## src/rtl/hazard_pkg.sv

```systemverilog
package hazard_pkg;
  typedef enum logic [1:0] {
    SEL_RF  = 2'b00,
    SEL_WB  = 2'b01,
    SEL_MEM = 2'b10
  } fwd_sel_e;
endpackage

```

## src/rtl/bypass_select.sv

```systemverilog
module bypass_select
  import hazard_pkg::*;
#(
  parameter int AW = 5
) (
  input  logic          clk,
  input  logic          rst_n,
  input  logic [AW-1:0] src,
  input  logic [AW-1:0] mem_rd,
  input  logic          mem_wr_en,
  input  logic [AW-1:0] wb_rd,
  input  logic          wb_wr_en,
  output fwd_sel_e      sel
);
  localparam logic [AW-1:0] ZERO_REG = '0;

  logic mem_hit;
  logic wb_hit;

  assign mem_hit = mem_wr_en && (mem_rd != ZERO_REG) && (mem_rd == src);
  assign wb_hit  = wb_wr_en  && (wb_rd  != ZERO_REG) && (wb_rd  == src);

  always_comb begin
    if (mem_hit)     sel = SEL_MEM;
    else if (wb_hit) sel = SEL_WB;
    else             sel = SEL_RF;
  end

  AST_SEL_LEGAL: assert property (@(posedge clk) disable iff (!rst_n)
    sel != 2'b11);
  AST_ZERO_NO_BYPASS: assert property (@(posedge clk) disable iff (!rst_n)
    (src == ZERO_REG) |-> (sel == SEL_RF));
  AST_NEWER_WINS: assert property (@(posedge clk) disable iff (!rst_n)
    (mem_wr_en && mem_rd == src && src != ZERO_REG) |-> (sel == SEL_MEM));
endmodule

```

## src/rtl/load_use_detect.sv

```systemverilog
module load_use_detect #(
  parameter int AW = 5
) (
  input  logic          clk,
  input  logic          rst_n,
  input  logic [AW-1:0] id_src_a,
  input  logic [AW-1:0] id_src_b,
  input  logic [AW-1:0] ld_dst,
  input  logic          ld_valid,
  output logic          stall
);
  logic match;
  logic stall_q;
  logic stall_d;
  logic stall_en;

  assign match    = ld_valid && ((ld_dst == id_src_a) || (ld_dst == id_src_b));
  assign stall    = match && !stall_q;
  assign stall_d  = stall;
  assign stall_en = 1'b1;

  always_ff @(posedge clk or negedge rst_n) begin
    if (!rst_n)        stall_q <= 1'b0;
    else if (stall_en) stall_q <= stall_d;
  end

  AST_ONE_CYCLE_STALL: assert property (@(posedge clk) disable iff (!rst_n)
    stall |=> !stall);
  AST_STALL_NEEDS_LOAD: assert property (@(posedge clk) disable iff (!rst_n)
    stall |-> ld_valid);
  AST_STALL_NEEDS_MATCH: assert property (@(posedge clk) disable iff (!rst_n)
    stall |-> (ld_dst == id_src_a || ld_dst == id_src_b));
endmodule

```

## src/rtl/pipe_hazard_unit.sv

```systemverilog
module pipe_hazard_unit
  import hazard_pkg::*;
#(
  parameter int AW = 5
) (
  input  logic          clk,
  input  logic          rst_n,
  input  logic [AW-1:0] id_src_a,
  input  logic [AW-1:0] id_src_b,
  input  logic [AW-1:0] ex_src_a,
  input  logic [AW-1:0] ex_src_b,
  input  logic          ex_mem_rd,
  input  logic [AW-1:0] mem_rd,
  input  logic          mem_wr_en,
  input  logic [AW-1:0] wb_rd,
  input  logic          wb_wr_en,
  output logic [1:0]    fwd_a,
  output logic [1:0]    fwd_b,
  output logic          hold_fetch,
  output logic          bubble
);
  localparam int NOPS = 2;

  logic [AW-1:0] op_src [NOPS];
  fwd_sel_e      op_sel [NOPS];
  logic          stall;

  assign op_src[0] = ex_src_a;
  assign op_src[1] = ex_src_b;

  for (genvar g = 0; g < NOPS; g++) begin : g_op
    bypass_select #(.AW(AW)) u_sel (
      .clk       (clk),
      .rst_n     (rst_n),
      .src       (op_src[g]),
      .mem_rd    (mem_rd),
      .mem_wr_en (mem_wr_en),
      .wb_rd     (wb_rd),
      .wb_wr_en  (wb_wr_en),
      .sel       (op_sel[g])
    );
  end

  load_use_detect #(.AW(AW)) u_lud (
    .clk      (clk),
    .rst_n    (rst_n),
    .id_src_a (id_src_a),
    .id_src_b (id_src_b),
    .ld_dst   (ex_src_b),
    .ld_valid (ex_mem_rd),
    .stall    (stall)
  );

  assign fwd_a      = op_sel[0];
  assign fwd_b      = op_sel[1];
  assign hold_fetch = stall;
  assign bubble     = stall;

  AST_NO_WB_WHEN_MEM_A: assert property (@(posedge clk) disable iff (!rst_n)
    (fwd_a == 2'b01) |-> !(mem_wr_en && mem_rd == ex_src_a && mem_rd != '0));
  AST_NO_WB_WHEN_MEM_B: assert property (@(posedge clk) disable iff (!rst_n)
    (fwd_b == 2'b01) |-> !(mem_wr_en && mem_rd == ex_src_b && mem_rd != '0));
endmodule

```

## config.mk

```make
export PLATFORM = sky130hd
export DESIGN_NAME = pipe_hazard_unit
export DESIGN_NICKNAME = d
export VERILOG_FILES = /design/src/rtl/hazard_pkg.sv /design/src/rtl/bypass_select.sv /design/src/rtl/load_use_detect.sv /design/src/rtl/pipe_hazard_unit.sv
export SDC_FILE = /design/constraint.sdc
export NUM_CORES = 1
export LEC_CHECK = 0
export BUFFER_PORTS_ARGS = -buffer_cell sky130_fd_sc_hd__buf_2
export CELL_PAD_IN_SITES_DETAIL_PLACEMENT = 2
export CELL_PAD_IN_SITES_GLOBAL_PLACEMENT = 2
export CORE_ASPECT_RATIO = 0.6
export CORE_MARGIN = 2
export CORE_UTILIZATION = 19
export CTS_BUF_LIST = sky130_fd_sc_hd__clkbuf_8
export DETAILED_ROUTE_END_ITERATION = 8
export PLACE_DENSITY_LB_ADDON = 0.1
export SETUP_SLACK_MARGIN = 0.5
export SYNTH_ARGS = -nofsm -noshare
export SYNTH_HDL_FRONTEND = slang
export SYNTH_SLANG_ARGS = --single-unit
```

## constraint.sdc

```tcl
create_clock -name clk -period 1.8 [get_ports clk]
set_clock_uncertainty 0.05 [all_clocks]
set_input_delay 0.18 -clock clk [delete_from_list [all_inputs] [get_ports clk]]
set_output_delay 0.18 -clock clk [all_outputs]
set_load 0.01 [all_outputs]
```

==> impl_metrics.csv <==
group,metric,value,unit
route,routedLengthMet1,773,um
route,avgRoutedWirePerCell,13.7,um
timing,setup_viol,0,
cts,clkTransAtPathRegs,0,ns
setup_path,critPathCaptureType,"primary output",
logic_synthesis,netlist.top_cell.by_area,"xnor2_1",
route,wl_met3,96,um
die,row_count,13,
route,top_layer,"met3",
route,drc,0,
timing,tightest_slew,0.379,ns
cells_and_area,final_cell_mix,"buf_2, xnor2_1, xor2_1",
place,portBuffers,40,
setup_path,cp_data_arrival_time,1.47,ns
route,routed_wl,1710,um
cells_and_area,reg_top3,"u_lud.stall_q: 1 flops",
route,vias,526,
setup_path,crit_type,"input port to primary output",
grt,grt_pass1_vias,526,
die,dieArea,2690,um2
place,hpwl,1480,um
route,dr.pass1.iters,2,
setup_path,r2r_cells,3,
logic_synthesis,syn_area_per_cell,8.33,um2
logic_synthesis,netlist_instances,52,
die,initial_utilization,0.200,
place,globalplace.congestion,0.690,
die,core_area,2160,um2
logic_synthesis,netlist_area,433,um2
grt,overflow,0,
logic_synthesis,synth_fp_nets,87,
timing,grt_setup_unrepaired,"true",
timing,max-slew-margin-rel,0.745,
status,status,"finished clean",
cells_and_area,nFillCells,244,
cells_and_area,syn2layout_area_growth,97.7,%
setup_path,crit_fanout,2,
setup_path,crit_required,1.57,ns
logic_synthesis,synth_top_area_frac,0.364,
logic_synthesis,yosysUniqueCellTypes,14,
grt,grt_usage,0.132,
logic_synthesis,synth_seq_cells,1,
cells_and_area,final_cells,125,
setup_path,worst_setup_path_start_kind,"input port",
place,post-place-ws,0.0741,ns
timing,fin_crit,1.70,ns
logic_synthesis,yosys_warnings,0,
grt,grt_start_max_net_pins,5,
power,p_leak,0.000356,uW
power,ir_worst_vdd,0.0000800,V
grt,grt_pass1_wl,2570,um
timing,timing.setup.tns,0,ns
route,detail-route-antenna-nets,0,
cells_and_area,diodes,0,
cells_and_area,drive_gt1_frac,0.589,
timing,layout_setup_ws,0.0958,ns
die,io_pins,41,
timing,finalCritPeriodShare,0.947,
logic_synthesis,synth.area.top_cells,"xnor2_1, xor2_1, dfrtp_1",
route,vias_per_cell,4.21,
place,dp.cells,119,
hold_path,worstHoldPathType,"input port to async pin",
route,drt_iter0_drc,4,
logic_synthesis,seq_area_frac_synth,0.0578,
cells_and_area,largest-register,"u_lud.stall_q",
grt,antenna_found_initial,0,
power,power_density,250,nW/um2
die,die_w,65.6,um
run,cap_violations,0,
route,dr_wl_met2,837,um
timing,finalHoldViolations,0,
cells_and_area,final_nets,132,
cells_and_area,largest_reg_flops,1,
cts,clk-insertion-delay-late,0,ns
die,fp.dieH,41.0,um
cells_and_area,final_common_cell,"buf_2",
timing,maxSlewViolCount,0,
timing,max_freq,587,MHz
-- synthesized netlist by cell type --
master    n
a22oi_1   1
buf_4     3
dfrtp_1   1
nand2_1   2
nand3_1   2
nand4_1   2
nor2_1    1
nor3b_1   1
nor4_1    4
nor4_2    2
o21ai_2   1
or4_1     2
xnor2_1  18
xor2_1   12
-- critical path: stages --
cell and delay (ns):
buf_8 0.09, or4_4 0.53, o21ai_4 0.19, nor4_4 0.06
nor4_2 0.25, buf_2 0.16
-- cell type report --
class / instances / area, um2 / share of cell area
Tap cell: 30 / 37.5 / 0.0439
Sequential cell: 1 / 25.0 / 0.0292
Timing Repair Buffer: 46 / 325 / 0.380
Multi-Input combinational cell: 48 / 468 / 0.547
-- kinds of logic (layout without fill, tap and decap cells) --
group,after synthesis,in the layout,synth area share
AOI/OAI and AO/OA,2,2,0.0376
xor gates and xnor gates,30,30,0.607
buffers and inverters,3,46,0.0520
DFF,1,1,0.0578
and+or+nand+nor,16,16,0.246
-- path summary, 6_finish.rpt --
path / slack [ns] / startpoint / end
min: 0.47 / rst_n / u_lud.stall_q
max reg2reg: 0.89 / u_lud.stall_q / u_lud.stall_q
min reg2reg: 0.59 / u_lud.stall_q / u_lud.stall_q
max in group asynchronous: 1.14 / rst_n / u_lud.stall_q
min in group clk: 0.59 / u_lud.stall_q / u_lud.stall_q
max: 0.1 / mem_rd[1] / fwd_b[0]
-- report_power, final --
| part | switching, uW | internal, uW | total, uW |
|---|---|---|---|
| combinational | 87.7 | 102 | 190 |
| sequential | 0.297 | 23.7 | 24.0 |
| clock | 0 | 0 | 0 |
| total | 88.0 | 126 | 214 |
-- per-stage QoR --
step                area [um2]  hold WS (ns)  power (uW)  utilization
global route               856         0.480         232        0.396
finish                     856         0.471         214        0.396
floorplan                  438        -0.166        93.8            -
detailed placement         653       -0.0914         167        0.302
CTS                        783         0.462         195        0.362
global placement           653       -0.0951         164        0.302
-- metal layers --
layer	up-vias	track usage
met5	-	0
met2	17	0.245
met1	243	0.184
li1	266	-
met3	0	0.00824
met4	0	0
-- repair_timing --
item | CTS | global route
pin swaps | 8 | 4
gates resized for setup | 20 | 13
endpoints found under the setup margin | 7 | 7
hold buffers | 1 | 0
buffers inserted | 4 | 1
endpoints found under the hold margin | 1 | 0
Power figures use the tool's default switching activity.
